===== src/rtl/smbp_pkg.sv =====
package smbp_pkg;

    localparam int BYTE_W   = 8;
    localparam int LINE_SDA = 0;
    localparam int LINE_SCL = 1;
    localparam int N_LINES  = 2;

    typedef enum logic [2:0] {
        ST_IDLE,
        ST_ADDR,
        ST_ADDR_ACK,
        ST_RX,
        ST_RX_ACK,
        ST_TX,
        ST_TX_ACK
    } smbp_state_e;

    typedef struct packed {
        logic scl_hi;
        logic scl_rise;
        logic scl_fall;
        logic sda;
        logic start;
        logic stop;
    } smbp_bus_ev_t;

    function automatic logic smbp_addr_hit(
        input logic [BYTE_W-1:0] rx_byte,
        input logic [5:0]        hi_bits,
        input logic              strap
    );
        return rx_byte[BYTE_W-1:1] == {hi_bits, strap};
    endfunction

endpackage


===== src/rtl/smbp_line_sync.sv =====
module smbp_line_sync #(
    parameter int STAGES = 2
) (
    input  logic clk,
    input  logic rst,
    input  logic din,
    output logic dout,
    output logic dout_prev
);
    // One extra stage beyond the synchronizer gives the previous sample.
    logic [STAGES:0] chain;

    always_ff @(posedge clk) begin
        if (rst) chain <= '1;
        else     chain <= {chain[STAGES-1:0], din};
    end

    assign dout      = chain[STAGES-1];
    assign dout_prev = chain[STAGES];

endmodule


===== src/rtl/smbp_cond_detect.sv =====
module smbp_cond_detect
    import smbp_pkg::*;
(
    input  logic [N_LINES-1:0] now_v,
    input  logic [N_LINES-1:0] prev_v,
    output smbp_bus_ev_t       ev
);
    logic scl_n, scl_p, sda_n, sda_p;

    assign scl_n = now_v[LINE_SCL];
    assign scl_p = prev_v[LINE_SCL];
    assign sda_n = now_v[LINE_SDA];
    assign sda_p = prev_v[LINE_SDA];

    always_comb begin
        ev.scl_hi   = scl_n;
        ev.scl_rise = scl_n & ~scl_p;
        ev.scl_fall = ~scl_n & scl_p;
        ev.sda      = sda_n;
        ev.start    = scl_n & scl_p & sda_p & ~sda_n;
        ev.stop     = scl_n & scl_p & ~sda_p & sda_n;
    end

endmodule


===== src/rtl/smbp_engine.sv =====
module smbp_engine
    import smbp_pkg::*;
#(
    parameter logic [5:0] SLAVE_HI = 6'h16,
    parameter int         REG_AW   = 5
) (
    input  logic               clk,
    input  logic               rst,
    input  smbp_bus_ev_t       ev,
    input  logic               addr_strap,
    input  logic [BYTE_W-1:0]  reg_rdata,
    output logic               sda_oe,
    output logic [REG_AW-1:0]  reg_addr,
    output logic [BYTE_W-1:0]  reg_wdata,
    output logic               reg_we
);
    localparam logic [REG_AW-1:0] PTR_ONE  = REG_AW'(1);
    localparam int                CNT_W    = $clog2(BYTE_W + 1);
    localparam logic [CNT_W-1:0]  CNT_FULL = CNT_W'(BYTE_W);
    localparam logic [CNT_W-1:0]  CNT_LAST = CNT_W'(BYTE_W - 1);
    localparam logic [CNT_W-1:0]  CNT_ONE  = CNT_W'(1);

    smbp_state_e          state;
    logic [CNT_W-1:0]     bit_cnt;
    logic [BYTE_W-1:0]    shreg;
    logic                 rnw;
    logic                 first_byte;
    logic                 master_nak;
    logic                 oe_q;
    logic                 we_q;
    logic [BYTE_W-1:0]    wdata_q;
    logic [REG_AW-1:0]    ptr;

    always_ff @(posedge clk) begin
        if (rst) begin
            state      <= ST_IDLE;
            bit_cnt    <= '0;
            shreg      <= '0;
            rnw        <= 1'b0;
            first_byte <= 1'b0;
            master_nak <= 1'b0;
            oe_q       <= 1'b0;
            we_q       <= 1'b0;
            wdata_q    <= '0;
            ptr        <= '0;
        end else begin
            we_q <= 1'b0;
            if (we_q) ptr <= ptr + PTR_ONE;

            if (ev.stop) begin
                state <= ST_IDLE;
                oe_q  <= 1'b0;
            end else if (ev.start) begin
                state   <= ST_ADDR;
                bit_cnt <= '0;
                oe_q    <= 1'b0;
            end else begin
                unique case (state)
                    ST_IDLE: ;
                    ST_ADDR, ST_RX: begin
                        if (ev.scl_rise && bit_cnt != CNT_FULL) begin
                            shreg   <= {shreg[BYTE_W-2:0], ev.sda};
                            bit_cnt <= bit_cnt + CNT_ONE;
                        end else if (ev.scl_fall && bit_cnt == CNT_FULL) begin
                            bit_cnt <= '0;
                            if (state == ST_ADDR) begin
                                if (smbp_addr_hit(shreg, SLAVE_HI, addr_strap)) begin
                                    state      <= ST_ADDR_ACK;
                                    oe_q       <= 1'b1;
                                    rnw        <= shreg[0];
                                    first_byte <= 1'b1;
                                end else begin
                                    state <= ST_IDLE;
                                end
                            end else begin
                                state <= ST_RX_ACK;
                                oe_q  <= 1'b1;
                            end
                        end
                    end
                    ST_ADDR_ACK: begin
                        if (ev.scl_fall) begin
                            bit_cnt <= '0;
                            if (rnw) begin
                                state <= ST_TX;
                                shreg <= reg_rdata;
                                oe_q  <= ~reg_rdata[BYTE_W-1];
                            end else begin
                                state <= ST_RX;
                                oe_q  <= 1'b0;
                            end
                        end
                    end
                    ST_RX_ACK: begin
                        if (ev.scl_fall) begin
                            state <= ST_RX;
                            oe_q  <= 1'b0;
                            if (first_byte) begin
                                ptr        <= shreg[REG_AW-1:0];
                                first_byte <= 1'b0;
                            end else begin
                                we_q    <= 1'b1;
                                wdata_q <= shreg;
                            end
                        end
                    end
                    ST_TX: begin
                        if (ev.scl_fall) begin
                            if (bit_cnt == CNT_LAST) begin
                                state   <= ST_TX_ACK;
                                oe_q    <= 1'b0;
                                bit_cnt <= '0;
                                ptr     <= ptr + PTR_ONE;
                            end else begin
                                bit_cnt <= bit_cnt + CNT_ONE;
                                shreg   <= {shreg[BYTE_W-2:0], 1'b0};
                                oe_q    <= ~shreg[BYTE_W-2];
                            end
                        end
                    end
                    ST_TX_ACK: begin
                        if (ev.scl_rise) begin
                            master_nak <= ev.sda;
                        end else if (ev.scl_fall) begin
                            if (!master_nak) begin
                                state   <= ST_TX;
                                shreg   <= reg_rdata;
                                oe_q    <= ~reg_rdata[BYTE_W-1];
                                bit_cnt <= '0;
                            end else begin
                                state <= ST_IDLE;
                                oe_q  <= 1'b0;
                            end
                        end
                    end
                    default: state <= ST_IDLE;
                endcase
            end
        end
    end

    assign sda_oe    = oe_q;
    assign reg_addr  = ptr;
    assign reg_wdata = wdata_q;
    assign reg_we    = we_q;

    // the pull-down only moves in the cycle after the clock line was low
    p_oe_scl_low_r11: assert property (@(posedge clk) disable iff (rst)
        (sda_oe != $past(sda_oe)) |-> !$past(ev.scl_hi));

    // each committed byte is a single strobe
    p_we_pulse_r4: assert property (@(posedge clk) disable iff (rst)
        reg_we |=> !reg_we);

    // the pointer steps (with wrap) right after a write strobe
    p_ptr_step_r5: assert property (@(posedge clk) disable iff (rst)
        reg_we |=> (reg_addr == $past(reg_addr) + PTR_ONE));

    // any start re-arms address decoding
    p_start_rearm_r9: assert property (@(posedge clk) disable iff (rst)
        ev.start |=> (state == ST_ADDR && bit_cnt == '0));

    // a stop always leaves the bus released and writes nothing
    p_stop_release_r10: assert property (@(posedge clk) disable iff (rst)
        ev.stop |=> (state == ST_IDLE && !sda_oe && !reg_we));

    // a refused read byte ends the transfer with the line released
    p_nak_release_r8: assert property (@(posedge clk) disable iff (rst)
        (state == ST_TX_ACK && ev.scl_fall && master_nak && !ev.start && !ev.stop)
        |=> (state == ST_IDLE && !sda_oe));

endmodule


===== src/rtl/smbp_slave.sv =====
module smbp_slave
    import smbp_pkg::*;
#(
    parameter logic [5:0] SLAVE_HI    = 6'h16,
    parameter int         REG_AW      = 5,
    parameter int         SYNC_STAGES = 2
) (
    input  logic               clk,
    input  logic               rst,
    input  logic               scl_i,
    input  logic               sda_i,
    input  logic               addr_strap,
    output logic               sda_oe,
    output logic [REG_AW-1:0]  reg_addr,
    output logic [7:0]         reg_wdata,
    output logic               reg_we,
    input  logic [7:0]         reg_rdata
);
    logic [N_LINES-1:0] raw_v;
    logic [N_LINES-1:0] now_v;
    logic [N_LINES-1:0] prev_v;
    smbp_bus_ev_t       ev;

    assign raw_v[LINE_SDA] = sda_i;
    assign raw_v[LINE_SCL] = scl_i;

    for (genvar gi = 0; gi < N_LINES; gi++) begin : g_sync
        smbp_line_sync #(.STAGES(SYNC_STAGES)) u_sync (
            .clk       (clk),
            .rst       (rst),
            .din       (raw_v[gi]),
            .dout      (now_v[gi]),
            .dout_prev (prev_v[gi])
        );
    end

    smbp_cond_detect u_cond (
        .now_v  (now_v),
        .prev_v (prev_v),
        .ev     (ev)
    );

    smbp_engine #(
        .SLAVE_HI (SLAVE_HI),
        .REG_AW   (REG_AW)
    ) u_engine (
        .clk        (clk),
        .rst        (rst),
        .ev         (ev),
        .addr_strap (addr_strap),
        .reg_rdata  (reg_rdata),
        .sda_oe     (sda_oe),
        .reg_addr   (reg_addr),
        .reg_wdata  (reg_wdata),
        .reg_we     (reg_we)
    );

endmodule


===== config.mk =====
export PLATFORM = sky130hd
export DESIGN_NAME = smbp_slave
export DESIGN_NICKNAME = d
export VERILOG_FILES = /design/src/rtl/smbp_pkg.sv /design/src/rtl/smbp_line_sync.sv /design/src/rtl/smbp_cond_detect.sv /design/src/rtl/smbp_engine.sv /design/src/rtl/smbp_slave.sv
export SDC_FILE = /design/constraint.sdc
export NUM_CORES = 1
export LEC_CHECK = 0
export ABC_AREA = 1
export BUFFER_PORTS_ARGS = -buffer_cell sky130_fd_sc_hd__buf_2
export CAP_MARGIN = 20
export CORE_UTILIZATION = 45
export DETAILED_ROUTE_END_ITERATION = 12
export GPL_TIMING_DRIVEN = 0
export PLACE_DENSITY = 0.69
export SLEW_MARGIN = 20
export SYNTH_ARGS = -nofsm -noshare
export SYNTH_HDL_FRONTEND = slang
export SYNTH_SLANG_ARGS = --single-unit

===== constraint.sdc =====
create_clock -name clk -period 1.85 [get_ports clk]
set_clock_uncertainty 0.05 [all_clocks]
set_input_delay 0.37 -clock clk [delete_from_list [all_inputs] [get_ports clk]]
set_output_delay 0.37 -clock clk [all_outputs]
set_load 0.01 [all_outputs]

---- Yosys cells after proc, flatten, opt, wreduce, memory -nomap -nowiden ----
Index checks and enable logic that the tools add are counted.
word-level totals
  register bits ........................... 39
  input port bits ......................... 13
  output and inout bits ................... 15
  logic and storage cells ................. 150
operators by class
  add/sub/neg operators ................... 2
  eq/ne operators ......................... 36
  mux-type cells .......................... 59
  bitwise gates (word level) .............. 20
  reduce and logical (&&, ||, !) cells .... 20
operators with widths
  kind                 count
  $mux 8               8
  $mux 4               9
  $mux 5               7
  $mux 3               11
  $pmux 8 s4           1
  $reduce_and 9->1     3
  $ne 2x1->1 const B   10
  $ne 3x2->1 const B   6
  $pmux 3 s6           1
  $mux 1               17
  $pmux 4 s4           1
  $reduce_and 8->1     2
  $not 1->1            13
  $ne 3x3->1 const B   4
  $reduce_and 11->1    1
  $ne 2x2->1 const B   5
  $pmux 5 s2           1
  $reduce_bool 5->1    2
  $eq 3x3->1 const B   3
  $and 1x1->1          7
  $eq 7x6->1           1
  $reduce_and 7->1     1
  $eq 3x2->1 const B   2
  $add 5x1->5 const B  1
  18 further kinds     20

---- Longest topological paths before layout ----
Gate-level depths: netlist of run 1.
  depth after elaboration ................. 7
  depth in mapped cells ................... 12

---- Cells and area by module ----
A second synthesis of run 1 with hierarchy kept.
unflattened totals
  cells, all modules ...................... 370
  area, all modules ....................... 2331.0 µm²
by module, submodules not included
  module            times used  cells an instance  area each (µm²)  seq. area each (µm²)
  smbp_engine       1           337                2097.0           660.6
  smbp_line_sync    2           10                 88.8             60.1
  smbp_cond_detect  1           13                 56.3             0.0

---- Least setup slack after synthesis of run 1 ----
No wires, ideal clock.
  kind .................................... register to register
  start point ............................. reg u_engine.bit_cnt[0]
  end point ............................... reg u_engine.shreg[0]
  setup time .............................. 0.064 ns
  data arrival time ....................... 1.534 ns
  data required time ...................... 1.736 ns
  slack ................................... 0.203 ns
  stages on the path, launching flop included .. 12
  buffers on the path ..................... 1
  period minus slack after synthesis ...... 1.647 ns
  cell sequence ........................... dfxtp_1 -> inv_1 -> ha_1 -> nand3_1 -> nand3_1 -> nand2_1 -> nand2_1 -> nor2_2 -> and2_4 -> buf_6 -> nor2_1 -> nor2_1
between the ends
  cells in the longest elaborated chain, start to end .. 4
  elaborated cells between the ends (all ways) .. 6
RTL lines
  what                                  RTL line            RTL
  from (decl)                           smbp_engine.sv:24   logic [CNT_W-1:0] bit_cnt;
  from (signal assigned)                smbp_engine.sv:63   bit_cnt <= bit_cnt + CNT_ONE;
  from (signal assigned)                smbp_engine.sv:115  bit_cnt <= bit_cnt + CNT_ONE;
  $ne 4x4->1                            smbp_engine.sv:61   if (ev.scl_rise && bit_cnt != CNT_FULL) begin
  $logic_and 1x1->1                     smbp_engine.sv:61
  $ne 2x1->1 (no source line)           -
  $reduce_and 11->1 (no source line) *  -
  to (signal assigned)                  smbp_engine.sv:62   shreg <= {shreg[BYTE_W-2:0], ev.sda};
  to (signal assigned)                  smbp_engine.sv:86   shreg <= reg_rdata;
  to (signal assigned)                  smbp_engine.sv:116  shreg <= {shreg[BYTE_W-2:0], 1'b0};
  to (decl)                             smbp_engine.sv:25   logic [BYTE_W-1:0] shreg;
Every way passes the cells marked *; elsewhere a longest branch is shown, timed or not.
A chain may end at the register's enable or synchronous reset.

---- Worst setup path after layout of run 1 ----
  start point ............................. reg u_engine.bit_cnt[0]
  end point ............................... reg u_engine.shreg[7]
Same word-level chain as after synthesis.

==> impl_metrics.sql, run 1 <==
INSERT INTO impl_metrics (metric_group, metric, value, unit) VALUES
('sta', 'worst_tran_pin_value', '0.5062', 'ns'),
('die', 'die_area', '5586', 'µm²'),
('clocking', 'cts-htree-levels', '2', ''),
('clocking', 'ctsHoldBuffers', '0', ''),
('route', 'drt_pre_antenna_iters', '5', ''),
('synthesis', 'netlist_instances', '383', ''),
('clocking', 'cts_root_buf', 'clkbuf_8', ''),
('finish', 'layout.filler_cells', '549', ''),
('run_status', 'run_status', 'finished clean', ''),
('global_route', 'antenna_found_initial', '0', ''),
('synthesis', 'synthesis.area', '2381', 'µm²'),
('global_route', 'via_count_of_the_first_global_routing_pass', '2132', ''),
('global_route', 'grt_pass1_wl', '10060', 'µm'),
('synthesis', 'synthesis.area_per_instance', '6.217', 'µm²'),
('sta', 'max_freq', '0.5752', 'GHz'),
('clocking', 'clk_transition_reported_paths', '0.09', 'ns'),
('clocking', 'clock_path_buffers', '2', ''),
('finish', 'area.sequential', '788.3', 'µm²'),
('clocking', 'tritoncts', 'yes', ''),
('placed_design', 'dpl-instance-area', '2604', 'µm²'),
('global_route', 'globalRoute.totalOverflow', '0', ''),
('die', 'num_io_pins', '28', ''),
('synthesis', 'synth-async-reset-ratio', '0', ''),
('finish', 'final_layout_size_suffix_gt1_frac', '0.1943', ''),
('worst_setup_path', 'cp_max_fo', '8', ''),
('finish', 'area_used_by_multi_input_combinational_logic', '1496', 'µm²'),
('route', 'dr.first_iter.drc_count', '211', ''),
('synthesis', 'yosysSeqAreaShare', '0.3279', ''),
('route', 'drt-vias-per-instance', '5.197', ''),
('hold_path', 'worstHoldPathType', 'input pin to flip-flop', ''),
('route', 'number_of_nets_with_antenna_violations_after_routing', '0', ''),
('synthesis', 'synth.top_cells.by_area', 'dfxtp_1 33%, nand2_1 17%, nor2_1 10%, inv_1 5.7%, nand3_1 5.7%', ''),
('synthesis', 'synth_seq_cells', '39', ''),
('clocking', 'cts_inserted_buffers', '5', ''),
('die', 'fp.dieH', '74.74', 'µm'),
('global_route', 'gr-usage-all-layers', '0.2398', ''),
('synthesis', 'post-synth-top-count-cell', 'nand2_1', ''),
('pwr', 'pwr_density_cell', '976.3', 'nW/µm²'),
('worst_setup_path', 'required', '2.04', 'ns'),
('synthesis', 'yosys_most_used_dff', 'dfxtp_1', ''),
('hold_path', 'holdPathStages', '2', ''),
('synthesis', 'synth.net_count', '399', ''),
('finish', 'fin_util', '0.5581', ''),
('worst_setup_path', 'critPathMaxStageDelay', '0.36', 'ns'),
('sta', 'setup-violations-final', '0', ''),
('synthesis', 'post-synth-top-area-fraction', '0.3279', ''),
('sta', 'final.period_utilization', '0.9398', ''),
('worst_setup_path', 'reg2regPathDepth', '11', ''),
('synthesis', 'synth_top_cells_by_count', '107 x nand2_1, 65 x nor2_1, 39 x dfxtp_1', ''),
('worst_setup_path', 'critical_path.slowest_cell', 'dfxtp_2', ''),
('die', 'initial_utilization', '0.4662', ''),
('job', 'cap_viol_max_count', '0', ''),
('pwr', 'cell_leakage_power', '1.413', 'nW'),
('die', 'die_x', '74.74', 'µm'),
('sta', 'finalMaxSlewViolations', '0', ''),
('placed_design', 'final_hpwl_from_detailed_placement', '4654', 'µm'),
('finish', 'diodes', '0', ''),
('pwr', 'vdd_drop_max', '0.6179', 'mV'),
('finish', 'stdcell_count', '492', ''),
('finish', 'design.final.nets', '437', ''),
('worst_setup_path', 'worstSetupPathType', 'flip-flop to flip-flop', ''),
('route', 'wl', '6403', 'µm'),
('worst_setup_path', 'crit_path_frequent_cell', 'nor2_1', ''),
('worst_setup_path', 'cp-end-kind', 'flip-flop', ''),
('sta', 'post_route_minimum_period', '1.739', 'ns'),
('die', 'core', '5107', 'µm²'),
('die', 'placement_rows', '26', ''),
('global_route', 'grt_max_degree', '14', ''),
('sta', 'hold_viol_final', '0', ''),
('placed_design', 'place_congestion', '0.9435', ''),
('route', 'detail_route.drc_violations', '0', '');
-- cell families after synthesis --
| logic type | count (synthesis) | synth area share |
|---|---|---|
| AND/OR/NAND/NOR | 237 | 0.4435 |
| AO/OA/AOI/OAI | 52 | 0.1135 |
| buffers and inverters | 47 | 0.08039 |
| flip-flops | 39 | 0.3279 |
| XOR/XNOR | 4 | 0.01472 |
| adder cells (fa/ha/maj) | 3 | 0.01577 |
| multiplexers | 1 | 0.004204 |
-- where the power goes --
part	internal [mW]	switching, mW
clock	0.444	0.346
sequential	0.934	0.0973
combinational	0.364	0.597
-- per-layer routing --
layer	routed length [µm]	share of wire	vias up	GRT usage
li1	-	-	1300	-
met1	3076	0.48	1135	0.3493
met2	2759	0.43	112	0.3544
met3	476	0.074	10	0.04552
met4	91	0.014	0	0.07966
met5	0	0	-	0
-- final timing paths --
check,start,end,slack (ns)
setup reg to reg,u_engine.bit_cnt[0],u_engine.shreg[7],0.11
hold reg to reg,g_sync[1].u_sync.chain[0],g_sync[1].u_sync.chain[1],0.36
hold / removal,scl_i,g_sync[1].u_sync.chain[0],0.20
setup / recovery,u_engine.bit_cnt[0],u_engine.shreg[7],0.11
-- registers in the layout, indices dropped and copies added (netlist names), 3 cells and up --
| register | flops |
|---|---|
| u_engine.reg_wdata | 8 |
| u_engine.shreg | 8 |
| g_sync.u_sync.chain | 6 |
| u_engine.reg_addr | 5 |
| u_engine.bit_cnt | 4 |
| u_engine.state | 3 |
-- placed cells by master (no fill, tap or decap), types with 4 or more instances in the layout --
master,instances
nand2_1,104
nor2_1,57
inv_1,36
dfxtp_1,33
buf_2,27
o21ai_0,26
nand3_1,25
a21oi_1,21
nand3b_1,11
buf_4,6
nor2_2,6
clkbuf_8,6
dfxtp_2,6
nor2_4,5
or2_2,5
nand2_2,5
inv_2,4
clkbuf_1,4
nand4_1,4
-- metrics by stage --
| stage | setup slack, ns | hold slack, ns |
|---|---|---|
| after floorplan | 0.2026 | 0.3395 |
| after global placement | -0.1617 | 0.3418 |
| after detailed placement | -0.1438 | 0.3428 |
| after CTS | -0.04721 | 0.1947 |
| after global routing | -0.02541 | 0.1918 |
| final | 0.1114 | 0.1960 |
-- cell type report --
class                   count  share of cell area
multi-input cells         297              0.5250
plain buffers               7             0.01449
inverters                  40             0.05268
well taps                  70             0.03073
flip-flops and latches     39              0.2766
clock buffers               6             0.02897
clock inverters             2             0.01361
repair buffers             31             0.05795
-- critical path: cells and delay by family, from the launching register on --
| family | cells | cell delay, ns |
|---|---|---|
| fa+ha+maj | 1 | 0.20 |
| buf+inv | 2 | 0.18 |
| flops | 1 | 0.36 |
| simple gates | 8 | 0.87 |
-- timing repair --
item,CTS,global route
cloned,0,0
pin swaps,0,3
endpoints found under the setup margin,19,29
resized for setup,5,23
buffers inserted,0,4
Note: power is estimated with default switching activity, not from simulation.
==> run 2: changes to the inputs <==
- CORE_UTILIZATION: 45 -> 50
- CTS_BUF_LIST: not set -> sky130_fd_sc_hd__clkbuf_4 sky130_fd_sc_hd__clkbuf_8 sky130_fd_sc_hd__clkbuf_16
- PLACE_DENSITY: 0.69 -> 0.75
==> run 2 against run 1 <==
  * The run now ends with design-rule violations left
  * First-iteration DRC count shrank 3.8%
  * Sequential share of layout area about the same
  * Count of clock-buffer cells in the layout stayed put
  * Worst setup slack got worse by 0.0078 ns
  * Clock power is 1% lower
  * Worst hold slack improved by 0.010 ns
  * Final cell count fell by 2.8%
  * Global-route usage rose by 1.8 points
  * Die area decreased by 9.7%
  * Wire length is 4.1% lower
  * Critical path depth is 1 lower
  * Sequential power about the same
  * Critical path type unchanged
  * Highest routed layer unchanged
==> impl_metrics.sql, run 2 (synthesis results as in run 1) <==
INSERT INTO impl_metrics (metric_group, metric, value, unit) VALUES
('sta', 'max_freq', '0.5726', 'GHz'),
('pwr', 'vdd_drop_max', '0.5107', 'mV'),
('pwr', 'cell_leakage_power', '1.431', 'nW'),
('die', 'die_x', '71.01', 'µm'),
('finish', 'most_frequent_standard_cell_in_the_layout_excluding_fill_and_tap_cells', 'nand2_1', ''),
('finish', 'diodes', '0', ''),
('global_route', 'antenna_found_initial', '0', ''),
('die', 'placement_rows', '24', ''),
('pwr', 'pwr_density_cell', '983.9', 'nW/µm²'),
('worst_setup_path', 'required', '2.00', 'ns'),
('clocking', 'tritoncts', 'yes', ''),
('sta', 'setup_ws', '0.1036', 'ns'),
('sta', 'holdWs', '0.2064', 'ns'),
('sta', 'worst_tran_pin_value', '0.5143', 'ns'),
('route', 'number_of_nets_with_antenna_violations_after_routing', '0', ''),
('sta', 'hold_viol_final', '0', ''),
('placed_design', 'place_congestion', '0.9165', ''),
('route', 'drt_pre_antenna_iters', '9', ''),
('finish', 'fin_util', '0.6381', ''),
('finish', 'design.final.nets', '441', ''),
('global_route', 'via_count_of_the_first_global_routing_pass', '2189', ''),
('global_route', 'globalRoute.totalOverflow', '0', ''),
('job', 'cap_viol_max_count', '0', ''),
('hold_path', 'worstHoldPathType', 'input pin to flip-flop', ''),
('finish', 'layout.cells.most_common_list', '107 x nand2_1, 57 x nor2_1, 36 x inv_1, 34 x dfxtp_1, 27 x buf_2', ''),
('clocking', 'cts_inserted_buffers', '5', ''),
('run_status', 'run_status', 'finished, violations left', ''),
('route', 'routed-via-count', '2551', ''),
('global_route', 'gr-usage-all-layers', '0.2576', ''),
('worst_setup_path', 'cpLargestDelayFamily', 'simple AND/OR/NAND/NOR gates', ''),
('die', 'num_io_pins', '28', ''),
('worst_setup_path', 'cp.arrival', '1.90', 'ns'),
('worst_setup_path', 'cp-end-kind', 'flip-flop', ''),
('clocking', 'clock_latency', '0.30', 'ns'),
('route', 'detail_route.drc_violations', '1', ''),
('route', 'wl', '6138', 'µm'),
('placed_design', 'port-buffer-count', '27', ''),
('worst_setup_path', 'critical_path.slowest_cell', 'dfxtp_1', ''),
('sta', 'slew_headroom', '0.6572', ''),
('worst_setup_path', 'worst_setup_path_start_kind', 'flip-flop', ''),
('placed_design', 'post-place-cells', '462', ''),
('route', 'drt-vias-per-instance', '5.337', ''),
('sta', 'finalMaxSlewViolations', '0', ''),
('finish', 'final_layout_size_suffix_gt1_frac', '0.1901', ''),
('route', 'wl_per_cell', '12.84', 'µm'),
('clocking', 'cts_root_buf', 'clkbuf_8', ''),
('die', 'die_area', '5042', 'µm²'),
('worst_setup_path', 'critPathBufInv', '1', ''),
('route', 'dr.first_iter.drc_count', '203', ''),
('finish', 'flow.area_growth_from_synthesis', '19.92', '%'),
('placed_design', 'final_hpwl_from_detailed_placement', '4517', 'µm'),
('clocking', 'cts-htree-levels', '2', ''),
('sta', 'final.period_utilization', '0.9440', ''),
('die', 'fp.dieH', '71.01', 'µm'),
('sta', 'setup-violations-final', '0', ''),
('clocking', 'cts_num_sinks', '39', ''),
('clocking', 'clock_path_buffers', '2', ''),
('worst_setup_path', 'cp_max_fo', '8', ''),
('clocking', 'clk_transition_reported_paths', '0.08', 'ns'),
('finish', 'stdcell_count', '478', ''),
('die', 'core', '4474', 'µm²'),
('run_status', 'failing_checks', 'design-rule violations', ''),
('worst_setup_path', 'critPathMaxStageDelay', '0.40', 'ns'),
('worst_setup_path', 'cp_cell_sequence', 'ha_1, nand2_1, nor2_4, nand2_2, nand3_1, nor2_4, and2_4, buf_6, nor2_1, nor2_1', ''),
('die', 'initial_utilization', '0.5322', ''),
('placed_design', 'dp_slack', '-0.1248', 'ns'),
('sta', 'post_route_minimum_period', '1.746', 'ns'),
('global_route', 'grt_pass1_wl', '10190', 'µm'),
('worst_setup_path', 'worstSetupPathType', 'flip-flop to flip-flop', ''),
('global_route', 'grt_max_degree', '14', '');
## run 2: cell types whose count changed in the layout (fill, tap and decap cells not counted), sizes merged
cell | previous run | this run
buf | 34 | 38
## run 2: power breakdown
part	internal (mW)	leakage (nW)	switching, mW
logic	0.399	1.05	0.601
registers	0.934	0.318	0.0964
clock network	0.444	0.0618	0.335
## run 2: area by class of cell
| type | count | area (µm²) |
|---|---|---|
| multi-input cells | 297 | 1489 |
| repair buffers | 35 | 195.2 |
| flip-flops and latches | 39 | 789.5 |
| clock inverters | 2 | 38.79 |
| clock buffers | 6 | 82.58 |
| well taps | 52 | 65.06 |
| plain buffers | 7 | 45.04 |
| fillers | 417 | 1619 |
| inverters | 40 | 150.1 |
## run 2: metrics by stage
stage | power [mW] | instance area, µm² | TNS (ns)
3_5_place_dp | 1.903 | 2581 | -1.260
6_report | 2.809 | 2855 | 0
2_1_floorplan | 1.713 | 2381 | 0
3_3_place_gp | 1.896 | 2581 | -1.806
4_1_cts | 2.695 | 2721 | 0
5_1_grt | 2.998 | 2855 | -0.03966
## run 2: repair_timing
action,4_1_cts,5_1_grt
endpoints found under the setup margin,20,23
pin swaps,0,4
resized for setup,6,20
hold buffers,0,0
setup buffers,0,8
endpoints found under the hold margin,0,0
## run 2: final timing paths
check	start	end	slack, ns	depth (start not counted)
max	u_engine.bit_cnt[1]	u_engine.shreg[1]	0.10	10
min reg2reg	g_sync[1].u_sync.chain[0]	g_sync[1].u_sync.chain[1]	0.37	1
max reg2reg	u_engine.bit_cnt[1]	u_engine.shreg[1]	0.10	10
min	sda_i	g_sync[0].u_sync.chain[0]	0.21	2
## run 2: per-layer routing
| metal | vias to the layer above | GRT usage | share of wire | routed length [µm] |
|---|---|---|---|---|
| met4 | 0 | 0.07111 | 0.014 | 87 |
| met2 | 108 | 0.3846 | 0.42 | 2569 |
| li1 | 1310 | - | - | - |
| met3 | 11 | 0.06268 | 0.078 | 478 |
| met5 | - | 0 | 0 | 0 |
| met1 | 1122 | 0.3701 | 0.49 | 3002 |
